--- src/rtl/ccp_pkg.sv ---
package ccp_pkg;
  localparam int WORD_W  = 16;
  localparam int HOP_W   = 3;
  localparam int IDX_W   = 3;
  localparam int RDATA_W = 8;
  localparam int NREGS   = 1 << IDX_W;

  // register 0 field positions
  localparam int CNT_LSB  = 0;
  localparam int PGM_BIT  = 4;
  localparam int MIX_BIT  = 5;
  localparam logic [RDATA_W-1:0] MODE_RST = 8'h11;

  typedef struct packed {
    logic               ctl;
    logic               rd;
    logic [HOP_W-1:0]   hop;
    logic [IDX_W-1:0]   idx;
    logic [RDATA_W-1:0] data;
  } cword_t;

  function automatic cword_t hop_down(cword_t w);
    cword_t r;
    r     = w;
    r.hop = w.hop - HOP_W'(1);
    return r;
  endfunction

  function automatic cword_t make_reply(cword_t req, logic [RDATA_W-1:0] val);
    cword_t r;
    r.ctl  = 1'b1;
    r.rd   = 1'b1;
    r.hop  = req.hop - HOP_W'(1);
    r.idx  = req.idx;
    r.data = val;
    return r;
  endfunction

  function automatic logic [HOP_W:0] dev_total(logic [HOP_W-1:0] f);
    return (f == '0) ? (HOP_W+1)'(1 << HOP_W) : {1'b0, f};
  endfunction
endpackage

--- src/rtl/ccp_rx.sv ---
module ccp_rx #(
  parameter int W = 16
) (
  input  logic         clk,
  input  logic         rst_n,
  input  logic         sdi,
  input  logic         fs,
  output logic         valid,
  output logic [W-1:0] word
);
  localparam int CW = $clog2(W + 1);
  logic [CW-1:0] left;
  logic [W-1:0]  sh;

  always_ff @(posedge clk or negedge rst_n) begin
    if (!rst_n) begin
      left  <= '0;
      sh    <= '0;
      valid <= 1'b0;
      word  <= '0;
    end else begin
      valid <= 1'b0;
      if (fs) begin
        left <= CW'(W);
      end else if (left != '0) begin
        sh   <= {sh[W-2:0], sdi};
        left <= left - CW'(1);
        if (left == CW'(1)) begin
          valid <= 1'b1;
          word  <= {sh[W-2:0], sdi};
        end
      end
    end
  end
endmodule

--- src/rtl/ccp_ctl.sv ---
module ccp_ctl
  import ccp_pkg::*;
(
  input  logic              clk,
  input  logic              rst_n,
  input  logic              in_valid,
  input  logic [WORD_W-1:0] in_word,
  output logic              rel_req,
  output logic [WORD_W-1:0] rel_word,
  output logic              dac_hit,
  output logic [WORD_W-1:0] dac_word,
  output logic              dac_strobe
);
  logic [RDATA_W-1:0] regs [NREGS];
  cword_t             w;
  logic               pgm, mix, is_ctl, mine;
  logic               dac_evt, wr_evt, rd_evt, fwd_evt;
  logic [HOP_W:0]     dac_cnt, total;

  assign w       = cword_t'(in_word);
  assign pgm     = regs[0][PGM_BIT];
  assign mix     = regs[0][MIX_BIT];
  assign is_ctl  = pgm & (~mix | w.ctl);
  assign mine    = (w.hop == '0);
  assign dac_evt = in_valid & ~is_ctl;
  assign wr_evt  = in_valid & is_ctl & mine & ~w.rd;
  assign rd_evt  = in_valid & is_ctl & mine & w.rd;
  assign fwd_evt = in_valid & is_ctl & ~mine;
  assign total   = dev_total(regs[0][CNT_LSB +: HOP_W]);
  assign dac_hit = dac_evt & ((dac_cnt + (HOP_W+1)'(1)) == total);

  assign rel_req  = rd_evt | fwd_evt;
  assign rel_word = rd_evt ? WORD_W'(make_reply(w, regs[w.idx])) : WORD_W'(hop_down(w));

  always_ff @(posedge clk or negedge rst_n) begin
    if (!rst_n) begin
      for (int i = 0; i < NREGS; i++) regs[i] <= (i == 0) ? MODE_RST : '0;
    end else if (wr_evt) begin
      regs[w.idx] <= w.data;
    end
  end

  always_ff @(posedge clk or negedge rst_n) begin
    if (!rst_n) begin
      dac_cnt    <= '0;
      dac_word   <= '0;
      dac_strobe <= 1'b0;
    end else begin
      dac_strobe <= dac_hit;
      if (dac_hit) begin
        dac_word <= in_word;
        dac_cnt  <= '0;
      end else if (dac_evt) begin
        dac_cnt <= dac_cnt + (HOP_W+1)'(1);
      end
    end
  end
endmodule

--- src/rtl/ccp_tx.sv ---
module ccp_tx #(
  parameter int W = 16
) (
  input  logic         clk,
  input  logic         rst_n,
  input  logic         adc_req,
  input  logic [W-1:0] adc_in,
  input  logic         rel_req,
  input  logic [W-1:0] rel_in,
  output logic         busy,
  output logic         sdo,
  output logic         sdo_fs
);
  localparam int CW = $clog2(W + 1);
  logic          adc_pend, rel_pend, g_adc, g_rel;
  logic [W-1:0]  adc_hold, rel_hold, sh;
  logic [CW-1:0] left;

  assign busy  = (left != '0);
  assign g_adc = ~busy & adc_pend;
  assign g_rel = ~busy & ~adc_pend & rel_pend;

  always_ff @(posedge clk or negedge rst_n) begin
    if (!rst_n) begin
      adc_pend <= 1'b0;
      rel_pend <= 1'b0;
      adc_hold <= '0;
      rel_hold <= '0;
    end else begin
      if (g_adc) adc_pend <= 1'b0;
      if (g_rel) rel_pend <= 1'b0;
      if (adc_req) begin
        adc_pend <= 1'b1;
        adc_hold <= adc_in;
      end
      if (rel_req) begin
        rel_pend <= 1'b1;
        rel_hold <= rel_in;
      end
    end
  end

  always_ff @(posedge clk or negedge rst_n) begin
    if (!rst_n) begin
      left   <= '0;
      sh     <= '0;
      sdo    <= 1'b0;
      sdo_fs <= 1'b0;
    end else begin
      sdo_fs <= 1'b0;
      if (g_adc | g_rel) begin
        sdo_fs <= 1'b1;
        sh     <= g_adc ? adc_hold : rel_hold;
        left   <= CW'(W);
      end else if (busy) begin
        sdo  <= sh[W-1];
        sh   <= {sh[W-2:0], 1'b0};
        left <= left - CW'(1);
      end
    end
  end
endmodule

--- src/rtl/ccp_top.sv ---
module ccp_top
  import ccp_pkg::*;
(
  input  logic              clk,
  input  logic              rst_n,
  input  logic              sdi,
  input  logic              sdi_fs,
  input  logic              sample_evt,
  input  logic [WORD_W-1:0] adc_word,
  output logic              sdo,
  output logic              sdo_fs,
  output logic [WORD_W-1:0] dac_word,
  output logic              dac_strobe
);
  logic              rx_valid;
  logic [WORD_W-1:0] rx_word;
  logic              relay_req;
  logic [WORD_W-1:0] relay_word;
  logic              dac_hit;
  logic              tx_busy;

  ccp_rx #(.W(WORD_W)) u_rx (
    .clk(clk), .rst_n(rst_n), .sdi(sdi), .fs(sdi_fs),
    .valid(rx_valid), .word(rx_word)
  );

  ccp_ctl u_ctl (
    .clk(clk), .rst_n(rst_n), .in_valid(rx_valid), .in_word(rx_word),
    .rel_req(relay_req), .rel_word(relay_word), .dac_hit(dac_hit),
    .dac_word(dac_word), .dac_strobe(dac_strobe)
  );

  ccp_tx #(.W(WORD_W)) u_tx (
    .clk(clk), .rst_n(rst_n), .adc_req(sample_evt), .adc_in(adc_word),
    .rel_req(relay_req), .rel_in(relay_word), .busy(tx_busy),
    .sdo(sdo), .sdo_fs(sdo_fs)
  );
endmodule

--- config.mk ---
export PLATFORM = sky130hd
export DESIGN_NAME = ccp_top
export DESIGN_NICKNAME = d
export VERILOG_FILES = /design/src/rtl/ccp_pkg.sv /design/src/rtl/ccp_rx.sv /design/src/rtl/ccp_ctl.sv /design/src/rtl/ccp_tx.sv /design/src/rtl/ccp_top.sv
export SDC_FILE = /design/constraint.sdc
export NUM_CORES = 1
export LEC_CHECK = 0
export CAP_MARGIN = 5
export CORE_MARGIN = 2
export CORE_UTILIZATION = 55
export DETAILED_ROUTE_END_ITERATION = 8
export DONT_BUFFER_PORTS = 1
export PLACE_DENSITY = 0.75
export SETUP_SLACK_MARGIN = 0.05
export SLEW_MARGIN = 20
export SYNTH_ARGS = -nofsm -noshare
export SYNTH_HDL_FRONTEND = slang
export SYNTH_SLANG_ARGS = --single-unit
--- constraint.sdc ---
create_clock -name clk -period 2.4 [get_ports clk]
set_clock_uncertainty 0.1 [all_clocks]
set_input_delay 0.36 -clock clk [delete_from_list [all_inputs] [get_ports clk]]
set_output_delay 0.36 -clock clk [all_outputs]
set_load 0.03 [all_outputs]
# ---- Word-level counts from Yosys, hierarchy flattened
# Index checks and enable logic that the tools add are counted.
dict set report classes {
  n_addsub 4
  magnitude_cmp 2
  n_eq_ne 2
  mux 25
  n_bitwise 23
  reduce_logical 13
}
# cell count
set ops {}
lappend ops {{$bwmux 64} 1}
lappend ops {{$mux 16} 4}
lappend ops {{$bmux 8 s3} 1}
lappend ops {{$demux 8 s3} 1}
lappend ops {{$mux 8} 3}
lappend ops {{$mux 5} 4}
lappend ops {{$mux 4} 3}
lappend ops {{$and 1x1->1} 11}
lappend ops {{$reduce_bool 2->1} 5}
lappend ops {{$reduce_bool 5->1} 2}
lappend ops {{$sub 5x1->5 const B} 2}
lappend ops {{$mux 1} 8}
lappend ops {{$not 1->1} 8}
lappend ops {{$logic_not 3->1} 2}
lappend ops {{$eq 5x1->1 const B} 1}
lappend ops {{$add 4x1->4 const B} 1}
lappend ops {{$eq 4x4->1} 1}
lappend ops {{$ge 4x4->1 const B} 1}
lappend ops {{$lt 4x1->1 const B} 1}
lappend ops {{$not 3->4} 1}
lappend ops {{$reduce_and 2->1} 2}
lappend ops {{$or 1x1->1} 3}
lappend ops {{$reduce_and 3->1} 1}
lappend ops {{$sub 3x1->3 const B} 1}
lappend ops {{$logic_and 1x1->1} 1}
dict set report word_totals {
  regBits 179
}

# ---- Logic depth before layout (Yosys ltp)
# Gate-level depths: netlist of run 1.
dict set report depth {
  depth_word 8
  depth_mapped 8
  mapped_depth_nobuf 6
}

# ---- By module
# A second synthesis of run 1 with hierarchy kept.
dict set report unflattened {
  cells_unflattened 596
  area_unflattened_um2 8154.1
}
# mod n_inst cells_each area_per_inst_um2 seq_area_each_um2
set modules_own_cells {}
lappend modules_own_cells {ccp_ctl 1 312 4121.5 2129.5}
lappend modules_own_cells {ccp_tx 1 190 2488.6 1426.4}
lappend modules_own_cells {ccp_rx 1 94 1544.0 925.9}

# ---- Worst setup path after synthesis of run 1
# No wires, ideal clock.
dict set report synth_path {
  path_type {reg-to-reg}
  startpoint {reg u_rx.word[11]}
  endpoint {reg u_ctl.regs, in the netlist u_ctl.mix}
  setup_ns 0.125
  t_arrival_ns 1.833
  path_slack_ns 0.342
  stages_incl_launch_ff 7
  path_buffers 0
  path_cell_list {dfrtp_1 inv_1 ha_1 nor3b_1 nand4_1 nor4_4 mux2_2}
}
dict set report synth_via {
  elab_chain_cells 3
}
# element line
set synth_rtl {}
lappend synth_rtl {{start, declared} ccp_rx.sv:9} ;# output logic [W-1:0] word
lappend synth_rtl {{start signal, assigned} ccp_rx.sv:30} ;# word <= {sh[W-2:0], sdi};
lappend synth_rtl {{$logic_not 3->1} ccp_ctl.sv:24} ;# assign mine = (w.hop == '0);
lappend synth_rtl {{$and 1x1->1 (2 in a row)} ccp_ctl.sv:26} ;# assign wr_evt = in_valid & is_ctl & mine & ~w.rd;
lappend synth_rtl {{end signal, assigned by index} ccp_ctl.sv:39} ;# regs[w.idx] <= w.data;
lappend synth_rtl {{end, declared} ccp_ctl.sv:14} ;# logic [RDATA_W-1:0] regs [NREGS];
# No other way between the ends.
# A chain may end at the register's enable or synchronous reset.

# ---- Worst setup path after layout of run 1
dict set report layout_path {
  startpoint {reg u_rx.word[11]}
  endpoint {reg u_ctl.regs[12] (netlist bit)}
}
# The elaborated chain is that of the path after synthesis.

==> results.json, run 1 <==
{
  "critPathMostFrequentCell": "sky130_fd_sc_hd__buf_4",
  "finalNonFillerCells": 765,
  "boundary_pins": 40,
  "yosys_most_used_dff": "sky130_fd_sc_hd__dfrtp_1",
  "worst-slew-pin-transition_ns": 0.750,
  "dieArea_mm2": 0.0152,
  "synthDominantAreaCellType": "sky130_fd_sc_hd__dfrtp_1",
  "coreArea_mm2": 0.0139,
  "netlist-cell-type-count": 49,
  "grt.overflow.total": 0,
  "grt_antenna_before_repair": 0,
  "final_max_slew_viol_count": 0,
  "leakagePower_nw": 4.13,
  "detailedPlace.worstSlack_ns": -0.0123,
  "synth.top_cells.by_area": "sky130_fd_sc_hd__dfrtp_1 (57%), sky130_fd_sc_hd__mux2_2 (18%), sky130_fd_sc_hd__mux4_2 (4.6%)",
  "whs_ns": -0.477,
  "worst-path-max-fanout": 8,
  "multi_input_area_mm2": 0.00315,
  "synthesis_warning_total": 0,
  "fin_crit_sh": 0.909,
  "area_delta_synth_final_pct": 13.3,
  "maximum_root_to_sink_buffer_count": 2,
  "num-fill-cells": 1011,
  "endpoint_kind": "flip-flop",
  "dp_cells": 711,
  "num_rows": 43,
  "hold_viol_final": 179,
  "timing.critical_path.from": "u_rx.word[11]$_DFFE_PN0P_",
  "dp_hpwl_um": 9560,
  "worst_path_largest_cell_delay_ns": 0.40,
  "drt-wirelength-per-cell_um": 19.2,
  "grtUsageMet3": 0.0549,
  "final-setup-viol-count": 0,
  "max-cap-violations": 0,
  "antenna_left": 0,
  "fmaxAchievable_mhz": 459,
  "crit_buf_inv": 3,
  "hold_path_class": "input pin to asynchronous set/reset pin",
  "synth_seq_cells": 179,
  "power_density_mw_per_mm2": 955,
  "drtPass1Iterations": 5,
  "post-layout-total-power_w": 0.00848,
  "failed_checks": "negative hold slack",
  "synth.avg_cell_area_um2": 14.4,
  "detailroute.via_count": 4501,
  "r2r_start": "u_rx.word[11]$_DFFE_PN0P_",
  "register_area_mm2": 0.00448,
  "gr-usage-met1": 0.288,
  "cp_data_arrival_time_ns": 2.39,
  "grt_pass1_vias": 4671,
  "setup_ws_ns": 0.219,
  "post_synth_instance_area_mm2": 0.00784,
  "synth_nets": 572,
  "remaining_drc_errors": 0,
  "critPathRequiredTime_ns": 2.61,
  "synth_enable_flop_cells": 0,
  "finalWirelength_um": 14700,
  "die_x_um": 123,
  "synthesis.instances": 545,
  "floorplan.initialDensity": 0.564,
  "cts_hold_buf": 19,
  "clkSinkCount": 179,
  "groute.usage.overall": 0.214,
  "crit_path_cell_trace": "inv_1 -> ha_1 -> nor3b_1 -> nand4_1 -> buf_4 -> nor2_2 -> buf_4 -> mux2_2",
  "via_per_inst": 5.88,
  "h-tree-depth": 4,
  "run_status": "finished, violations left",
  "die_extent_in_y_um": 123,
  "critical_path.startpoint_type": "flip-flop",
  "final_net_count": 599,
  "n_antenna_cell": 0,
  "clkLatencyLatePin_ns": 0.43,
  "drt_iter0_drc": 373,
  "grt_pass1_wl_um": 24400,
  "irDropWorstVdd_uv": 898,
  "max_slew_margin": 0.498,
  "synthArstFlopShare": 1.00,
  "worst_setup_path_class": "flip-flop to flip-flop",
  "grt_most_used_layer": "met2",
  "worst_setup_hold_path_clk_slew_ns": 0.06,
  "clk_root_buffer_cell": "sky130_fd_sc_hd__clkbuf_16",
  "routabilityCongestion": 0.856,
  "cts_tree": "yes",
  "yosysSeqAreaShare": 0.572,
  "groute.layer.met2.usage": 0.336,
  "final_core_util": 0.640,
  "family_with_the_most_delay_on_the_worst_path": "buffers and inverters",
  "synth_top_area_share": 0.565,
  "cp_slowest_cell": "sky130_fd_sc_hd__dfrtp_1",
  "setup_repair_after_global_routing_missed_its_margin": "no",
  "port-buffer-count": 0,
  "layout-drive-gt1-share": 0.371,
  "cts_made_buffers": 17,
  "post-route-min-period_ns": 2.18,
  "largest_net_degree_at_the_start_of_global_routing": 180,
  "final.setup.tns_ns": 0
}
[final timing paths]
| path | end | slack [ns] | cells past startpoint |
|---|---|---|---|
| hold / removal | u_tx.left[3]$_DFFE_PN0P_ | -0.48 | 0 |
| max in group asynchronous | u_ctl.pgm$_DFFE_PN1P_ | 2.37 | 0 |
| setup reg to reg | u_ctl.regs[12]$_DFFE_PN0P_ | 0.22 | 8 |
| setup / recovery | u_ctl.regs[12]$_DFFE_PN0P_ | 0.22 | 8 |
| hold reg to reg | u_tx.rel_hold[11]$_DFFE_PN0P_ | 0.40 | 2 |
| min in group clk | u_rx.sh[0]$_DFFE_PN0P_ | 0.30 | 3 |
[area by class of cell]
| cell class | instances | area share |
|---|---|---|
| multi-input cells | 321 | 0.355 |
| clock inverters | 8 | 0.0111 |
| clock buffers | 24 | 0.0554 |
| inverters | 10 | 0.00423 |
| flip-flops and latches | 179 | 0.505 |
| repair buffers | 43 | 0.0445 |
| well taps | 180 | 0.0254 |
[per-layer routing]
metal	part of all wire	vias up
met4	0.018	0
met5	0	-
li1	-	2036
met2	0.48	119
met3	0.055	21
met1	0.45	2325
[placed cells by master, fill, tap and decap left out, types with 3 or more instances in the layout]
| cell | n |
|---|---|
| sky130_fd_sc_hd__o21ai_0 | 7 |
| sky130_fd_sc_hd__mux2_2 | 122 |
| sky130_fd_sc_hd__and2_1 | 3 |
| sky130_fd_sc_hd__nor2_2 | 5 |
| sky130_fd_sc_hd__dfrtp_1 | 177 |
| sky130_fd_sc_hd__xnor2_1 | 5 |
| sky130_fd_sc_hd__dlygate4sd3_1 | 19 |
| sky130_fd_sc_hd__mux2_4 | 9 |
| sky130_fd_sc_hd__nand4_1 | 4 |
| sky130_fd_sc_hd__inv_1 | 10 |
| sky130_fd_sc_hd__clkbuf_8 | 4 |
| sky130_fd_sc_hd__mux2i_1 | 10 |
| sky130_fd_sc_hd__nor3_1 | 3 |
| sky130_fd_sc_hd__a22oi_1 | 15 |
| sky130_fd_sc_hd__a21oi_1 | 4 |
| sky130_fd_sc_hd__buf_4 | 22 |
| sky130_fd_sc_hd__mux4_2 | 16 |
| sky130_fd_sc_hd__xor2_1 | 4 |
| sky130_fd_sc_hd__nor2b_1 | 4 |
| sky130_fd_sc_hd__a21o_1 | 4 |
| sky130_fd_sc_hd__clkbuf_1 | 3 |
| sky130_fd_sc_hd__clkinv_2 | 3 |
| sky130_fd_sc_hd__nand2b_1 | 4 |
| sky130_fd_sc_hd__a221o_1 | 23 |
| sky130_fd_sc_hd__nand2_1 | 11 |
| sky130_fd_sc_hd__nor2_1 | 38 |
| sky130_fd_sc_hd__clkbuf_16 | 17 |
| sky130_fd_sc_hd__ha_1 | 6 |
[stage by stage]
stage / area [µm²] / hold WS, ns
floorplan: 7840 / -0.0356
global placement: 8070 / -0.0313
detailed placement: 8070 / -0.0308
CTS: 8850 / -0.497
global route: 8880 / -0.503
finish: 8880 / -0.477
[state kept, by name (all words and copies together), names as in the netlist, 4 cells and up]
signal,flops
u_rx.sh,15
u_rx.left,5
u_tx.left,5
u_tx.adc_hold,16
u_ctl.dac_cnt,4
u_tx.rel_hold,16
u_ctl.regs,62
u_ctl.dac_word,16
u_rx.word,16
u_tx.sh,16
[worst reg2reg max path, cell delays in order, from the launching register on]
cell                      delay [ns]
sky130_fd_sc_hd__dfrtp_1        0.40
sky130_fd_sc_hd__inv_1          0.09
sky130_fd_sc_hd__ha_1           0.20
sky130_fd_sc_hd__nor3b_1        0.21
sky130_fd_sc_hd__nand4_1        0.20
sky130_fd_sc_hd__buf_4          0.22
sky130_fd_sc_hd__nor2_2         0.10
sky130_fd_sc_hd__buf_4          0.20
sky130_fd_sc_hd__mux2_2         0.36
[cell usage after synthesis, drive strengths merged (2+ instances only)]
master and count:
a221o 23, dfrtp 177, mux2i 10, buf 14, and3b 2, nor3 4, o21ai 7, nor2 45
nand2 11, a22oi 15, nand4 4, nor2b 4, and2 3, mux4 16, nand2b 4, ha 6
a211oi 2, inv 10, clkbuf 21, mux2 131, a21oi 5, xnor2 5, dfstp 2, nor4 2
a21o 4, xor2 4
[timing repair]
item / CTS / global route
setup buffers: 0 / 3
hold endpoints to repair: 203 / 179
pin swaps: 0 / 2
gates resized for setup: 1 / 1
cloned: 0 / 0
endpoints found under the setup margin: 9 / 19
[power breakdown]
part           leakage (nW)  switching [W]  internal (W)
Clock                 0.287        0.00111       0.00164
Combinational          1.47       0.000721      0.000916
Sequential             2.38       0.000603       0.00349
[cell families (layout without fill, tap and decap cells)]
logic type | count (synthesis) | after routing | synth area share
buffers and inverters | 45 | 85 | 0.0270
AND/OR/NAND/NOR | 88 | 88 | 0.0640
AO/OA/AOI/OAI | 60 | 60 | 0.0629
XOR/XNOR | 10 | 10 | 0.0131
flip-flops | 179 | 179 | 0.572
adder cells (fa/ha/maj) | 6 | 6 | 0.00958
multiplexers | 157 | 157 | 0.251
No activity file was read; power rests on OpenSTA's default activity.
==> inputs of run 2 (changes only) <==
ABC_AREA = 1   (was unset)
CAP_MARGIN = 20   (was 5)
CORE_UTILIZATION = 40   (was 55)
PLACE_DENSITY = 0.59   (was 0.75)
==> run 2 against run 1 <==
Net effect:
- the run still ends with negative hold slack left
- global-route usage decreased by 4.0 points
- setup slack improved by 0.20 ns
- sequential power decreased by 7.1%
- via count increased by 36%
- area after synthesis increased by 5.8%
- count of clock-buffer cells in the layout decreased by 2
- cell count increased by 71%
- non-clock buffer count decreased by 8
- wire length increased by 21%
- utilization decreased by 18 points
- critical path depth increased by 1
- final area increased by 4.6%
==> results.json, run 2 <==
{
  "run_status": "finished, violations left",
  "failed_checks": "negative hold slack",
  "hold_path_class": "input pin to asynchronous set/reset pin",
  "synthDominantAreaCellType": "sky130_fd_sc_hd__dfrtp_1",
  "cts_made_buffers": 17,
  "groute.usage.overall": 0.174,
  "antenna_left": 0,
  "drtPass1Iterations": 5,
  "h-tree-depth": 4,
  "final_max_slew_viol_count": 0,
  "n_antenna_cell": 0,
  "detailroute.via_count": 6101,
  "post_synth_instance_area_mm2": 0.00829,
  "endpoint_kind": "flip-flop",
  "grt_pass1_vias": 5945,
  "clk_root_buffer_cell": "sky130_fd_sc_hd__clkbuf_16",
  "fmaxAchievable_mhz": 505,
  "finalWirelength_um": 17700,
  "grt.overflow.total": 0,
  "largest_net_degree_at_the_start_of_global_routing": 180,
  "hold_viol_final": 179,
  "yosysSeqAreaShare": 0.540,
  "place_area_mm2": 0.00852,
  "post-route-min-period_ns": 1.98,
  "multi_input_area_mm2": 0.00305,
  "clkSinkCount": 179,
  "worst-slew-pin-transition_ns": 0.781,
  "synth.top_cells.by_area": "sky130_fd_sc_hd__dfrtp_1 (53%), sky130_fd_sc_hd__nand2_1 (17%), sky130_fd_sc_hd__inv_1 (6.1%)",
  "die_x_um": 148,
  "fin_crit_sh": 0.825,
  "grt_pass1_wl_um": 30400,
  "layout-drive-gt1-share": 0.0772,
  "final_non_filler_cell_area_mm2": 0.00929,
  "max_slew_margin": 0.478,
  "mostFrequentLayoutCells": "sky130_fd_sc_hd__nand2_1 (379), sky130_fd_sc_hd__dfrtp_1 (177), sky130_fd_sc_hd__inv_1 (135), sky130_fd_sc_hd__nand3_1 (76), sky130_fd_sc_hd__o21ai_1 (55)",
  "irDropWorstVdd_uv": 614,
  "via_per_inst": 4.67,
  "dp_hpwl_um": 11500,
  "whs_ns": -0.473,
  "synth_nets": 1034,
  "synth.avg_cell_area_um2": 8.24,
  "number_of_flip_flops_under_the_largest_register_name": 62,
  "synth_top_area_share": 0.534,
  "yosys_most_used_dff": "sky130_fd_sc_hd__dfrtp_1",
  "setup_ws_ns": 0.421,
  "ff2ff_setup_slack_ns": 0.42,
  "post_cts_resize_count": 0,
  "register_ranked_first_by_flip_flop_count": "u_ctl.regs",
  "die_extent_in_y_um": 148,
  "grt_antenna_before_repair": 0,
  "synthesis.instances": 1007,
  "synth_commonest_cells": "sky130_fd_sc_hd__nand2_1 (379), sky130_fd_sc_hd__dfrtp_1 (177), sky130_fd_sc_hd__inv_1 (135)",
  "critPathRequiredTime_ns": 2.63,
  "netlist-cell-type-count": 34,
  "leakagePower_nw": 4.50,
  "synthArstFlopShare": 1.00,
  "clkLatencyLatePin_ns": 0.43,
  "worst-path-max-fanout": 9,
  "final_common_cell": "sky130_fd_sc_hd__nand2_1",
  "drt-wirelength-per-cell_um": 13.6,
  "port-buffer-count": 0,
  "detailedPlace.worstSlack_ns": 0.423,
  "cts_post_setup_buffers_inserted": 0,
  "power_density_mw_per_mm2": 911,
  "final_core_util": 0.458,
  "max-cap-violations": 0,
  "final_net_count": 1050,
  "final.setup.tns_ns": 0,
  "cts_tree": "yes",
  "maximum_root_to_sink_buffer_count": 2,
  "critical_path.startpoint_type": "flip-flop",
  "cts_hold_buf": 18,
  "dieArea_mm2": 0.0219,
  "synth_seq_cells": 179,
  "register_area_mm2": 0.00448,
  "area_delta_synth_final_pct": 12.0,
  "cp_data_arrival_time_ns": 2.21,
  "synth_enable_flop_cells": 0,
  "setup_repair_after_global_routing_missed_its_margin": "no",
  "remaining_drc_errors": 0,
  "boundary_pins": 40,
  "num_rows": 52,
  "coreArea_mm2": 0.0203,
  "drt_iter0_drc": 423,
  "final-setup-viol-count": 0,
  "floorplan.initialDensity": 0.409,
  "synthesis_warning_total": 0,
  "synthMostInstantiatedCell": "sky130_fd_sc_hd__nand2_1",
  "worst_setup_path_class": "flip-flop to flip-flop",
  "num-fill-cells": 2029,
  "routabilityCongestion": 0.791,
  "worst_setup_hold_path_clk_slew_ns": 0.07
}
==> run 2: final cells by class <==
class,count,share of cell area
Clock buffer,22,0.0500
Tap cell,270,0.0364
Clock inverter,10,0.0135
Sequential cell,179,0.482
Multi-Input combinational cell,651,0.328
Timing Repair Buffer,35,0.0331
Inverter,139,0.0562
==> run 2: cells by family (layout without fill, tap and decap cells) <==
kind of cell | after synthesis | count (layout) | share of synthesized area
and+or+nand+nor | 505 | 505 | 0.267
DFF | 179 | 179 | 0.540
adders and majority gates | 6 | 6 | 0.00905
xor gates and xnor gates | 4 | 4 | 0.00423
AOI/OAI and AO/OA | 136 | 136 | 0.0880
buffers and inverters | 177 | 206 | 0.0917
==> run 2: power by group <==
group	switching (W)	internal (W)	leakage [nW]
registers	0.000366	0.00344	2.41
clock network	0.00120	0.00160	0.274
logic	0.00127	0.000578	1.81
==> run 2: path summary, 6_finish.rpt <==
check / startpoint / endpoint / depth (start not counted)
setup / recovery: u_rx.word[11]$_DFFE_PN0P_ / u_tx.rel_hold[6]$_DFFE_PN0P_ / 9
hold / removal: rst_n / u_ctl.regs[32]$_DFFE_PN0P_ / 0
setup reg to reg: u_rx.word[11]$_DFFE_PN0P_ / u_tx.rel_hold[6]$_DFFE_PN0P_ / 9
hold reg to reg: u_tx.adc_hold[13]$_DFFE_PN0P_ / u_tx.adc_hold[13]$_DFFE_PN0P_ / 2
max in group asynchronous: rst_n / u_tx.adc_hold[2]$_DFFE_PN0P_ / 0
min in group clk: sdi / u_rx.word[0]$_DFFE_PN0P_ / 2
==> run 2: worst max-delay path, stage by stage, from the launching register on <==
cell	delay, ns
sky130_fd_sc_hd__dfrtp_1	0.42
sky130_fd_sc_hd__inv_1	0.10
sky130_fd_sc_hd__ha_1	0.14
sky130_fd_sc_hd__inv_1	0.06
sky130_fd_sc_hd__nor2_4	0.13
sky130_fd_sc_hd__clkinv_1	0.23
sky130_fd_sc_hd__nor2_1	0.45
sky130_fd_sc_hd__nand2_1	0.11
sky130_fd_sc_hd__nand2_1	0.08
sky130_fd_sc_hd__nand2_1	0.04
==> run 2: per-stage QoR <==
| stage | power [W] | instances |
|---|---|---|
| 2_1_floorplan | 0.00514 | 1007 |
| 5_1_grt | 0.00896 | 1306 |
| 3_5_place_dp | 0.00570 | 1256 |
| 4_1_cts | 0.00855 | 1306 |
| 6_report | 0.00846 | 1306 |
| 3_3_place_gp | 0.00566 | 1256 |
==> run 2: layer usage <==
layer / global-route usage / share of wire / wire length (µm)
met1: 0.250 / 0.51 / 9000
met5: 0 / 0 / 0
met3: 0.0417 / 0.040 / 709
met4: 0.0467 / 0.014 / 251
met2: 0.264 / 0.44 / 7780
==> inputs of run 3 (changes only) <==
ABC_AREA = 0   (was 1)
clock period = 1.95 ns   (was 2.4 ns; I/O delays follow)
==> run 3 against run 2 <==
Net effect:
- the run ends with negative hold slack, negative setup slack left
- final area up 5.4%
- flip-flop and latch count unchanged
- critical path depth shrank 2
- power grew 35%
- setup slack worse by 0.45 ns
- critical endpoint is now u_ctl.regs[52]$_DFFE_PN0P_
==> results.json, run 3 (synthesized netlist as in run 1, its figures left out) <==
{
  "grt_pass1_vias": 4968,
  "setup_ws_ns": -0.0259,
  "final-setup-viol-count": 12,
  "final_common_cell": "sky130_fd_sc_hd__dfrtp_1",
  "dp_cells": 815,
  "max-cap-violations": 0,
  "drt_iter0_drc": 257,
  "maximum_root_to_sink_buffer_count": 2,
  "cts_tree": "yes",
  "worst-slew-pin-transition_ns": 0.955,
  "worst_setup_hold_path_clk_slew_ns": 0.07,
  "setup_repair_after_global_routing_missed_its_margin": "yes",
  "number_of_flip_flops_under_the_largest_register_name": 62,
  "drt-wirelength-per-cell_um": 19.4,
  "boundary_pins": 40,
  "place_area_mm2": 0.00845,
  "run_status": "finished, violations left",
  "grt_pass1_wl_um": 27100,
  "critical_path.startpoint_type": "flip-flop",
  "finalNonFillerCells": 883,
  "grt.overflow.total": 0,
  "via_per_inst": 5.29,
  "clkLatencyLatePin_ns": 0.44,
  "coreArea_mm2": 0.0193,
  "critPathRequiredTime_ns": 2.17,
  "post-route-min-period_ns": 1.98,
  "routabilityCongestion": 0.772,
  "die_x_um": 144,
  "port-buffer-count": 0,
  "fin_crit_sh": 1.01,
  "groute.usage.overall": 0.174,
  "whs_ns": -0.544,
  "h-tree-depth": 4,
  "antenna_left": 0,
  "dp_hpwl_um": 10600,
  "detailroute.via_count": 4671,
  "clk_root_buffer_cell": "sky130_fd_sc_hd__clkbuf_16",
  "dieArea_mm2": 0.0207,
  "worst_path_largest_cell_delay_ns": 0.38,
  "area_delta_synth_final_pct": 24.9,
  "power_density_mw_per_mm2": 1170,
  "hold_viol_final": 179,
  "final_max_slew_viol_count": 0,
  "final_non_filler_cell_area_mm2": 0.00979,
  "floorplan.initialDensity": 0.405,
  "final_net_count": 633,
  "cts_hold_buf": 19,
  "failed_checks": "negative hold slack, negative setup slack",
  "finalWirelength_um": 17100,
  "final_core_util": 0.506,
  "irDropWorstVdd_uv": 733,
  "crit_path_cell_trace": "inv_2 -> ha_4 -> and3b_1 -> nand4_1 -> nor4_4 -> buf_12 -> mux2_4",
  "cp_data_arrival_time_ns": 2.19,
  "cp_slowest_cell": "sky130_fd_sc_hd__dfrtp_1",
  "endpoint_kind": "flip-flop",
  "hold_path_class": "input pin to asynchronous set/reset pin",
  "worst_setup_path_class": "flip-flop to flip-flop",
  "num_rows": 51,
  "remaining_drc_errors": 0,
  "drtPass1Iterations": 4,
  "register_ranked_first_by_flip_flop_count": "u_ctl.regs",
  "max_slew_margin": 0.362,
  "cts_made_buffers": 17,
  "clkSinkCount": 179,
  "leakagePower_nw": 4.43,
  "worst-path-max-fanout": 8,
  "fmaxAchievable_mhz": 506,
  "largest_net_degree_at_the_start_of_global_routing": 180,
  "mostFrequentLayoutCells": "sky130_fd_sc_hd__dfrtp_1 (175), sky130_fd_sc_hd__mux2_2 (80), sky130_fd_sc_hd__mux2_4 (51), sky130_fd_sc_hd__nor2_1 (37), sky130_fd_sc_hd__buf_4 (33)",
  "die_extent_in_y_um": 144,
  "n_antenna_cell": 0,
  "grt_antenna_before_repair": 0,
  "layout-drive-gt1-share": 0.435
}
[run 3: worst paths after layout]
kind / start / end / slack (ns) / cells after the start
worst max-delay path: u_rx.word[12]$_DFFE_PN0P_ / u_ctl.regs[52]$_DFFE_PN0P_ / -0.03 / 7
worst min-delay path: rst_n / u_tx.left[3]$_DFFE_PN0P_ / -0.54 / 0
worst max register to register: u_rx.word[12]$_DFFE_PN0P_ / u_ctl.regs[52]$_DFFE_PN0P_ / -0.03 / 7
worst min register to register: u_tx.rel_hold[11]$_DFFE_PN0P_ / u_tx.rel_hold[11]$_DFFE_PN0P_ / 0.39 / 2
max in group asynchronous: rst_n / u_ctl.regs[56]$_DFFE_PN1P_ / 2.05 / 0
min in group clk: sdi_fs / u_rx.valid$_DFF_PN0_ / 0.18 / 3
[run 3: layout make-up]
cell class,count,area (µm²)
clock buffers,20,457
clock inverters,11,175
fillers,1632,9550
inverters,10,37.5
multi-input cells,322,3440
flip-flops and latches,179,4480
well taps,265,332
repair buffers,76,860
[run 3: stage by stage]
step	worst slack [ns]	hold slack [ns]	setup TNS, ns	total power, W
6_report	-0.0259	-0.544	-0.172	0.0114
5_1_grt	-0.125	-0.566	-4.50	0.0120
4_1_cts	-0.0506	-0.562	-0.571	0.0113
3_5_place_dp	-0.147	-0.0983	-6.50	0.00736
3_3_place_gp	-0.0935	-0.0969	-3.98	0.00724
2_1_floorplan	-0.0963	-0.103	-2.00	0.00655
[run 3: layer usage]
layer | GRT usage | wire (µm)
met1 | 0.221 | 7770
met2 | 0.292 | 8590
met3 | 0.0430 | 507
met4 | 0.0552 | 270
met5 | 0 | 0
[run 3: report_power, final]
| group | switching (W) | internal [W] | total, W | leakage (nW) |
|---|---|---|---|---|
| registers | 0.000822 | 0.00430 | 0.00512 | 2.37 |
| clock network | 0.00147 | 0.00222 | 0.00369 | 0.304 |
| logic | 0.00107 | 0.00153 | 0.00260 | 1.75 |
[run 3: worst max-delay path: cells and delay by family (launching register included)]
kind / cells / cell delay [ns]
muxes: 1 / 0.30
and+or+nand+nor: 3 / 0.65
buffers and inverters: 2 / 0.27
adders and majority gates: 1 / 0.14
DFF: 1 / 0.38
[run 3: what timing repair did]
item	CTS	global route
resized for setup	60	23
buffers inserted	8	5
pin swaps	10	9
cloned	1	4
endpoints found under the setup margin	93	121
endpoints found under the hold margin	203	179
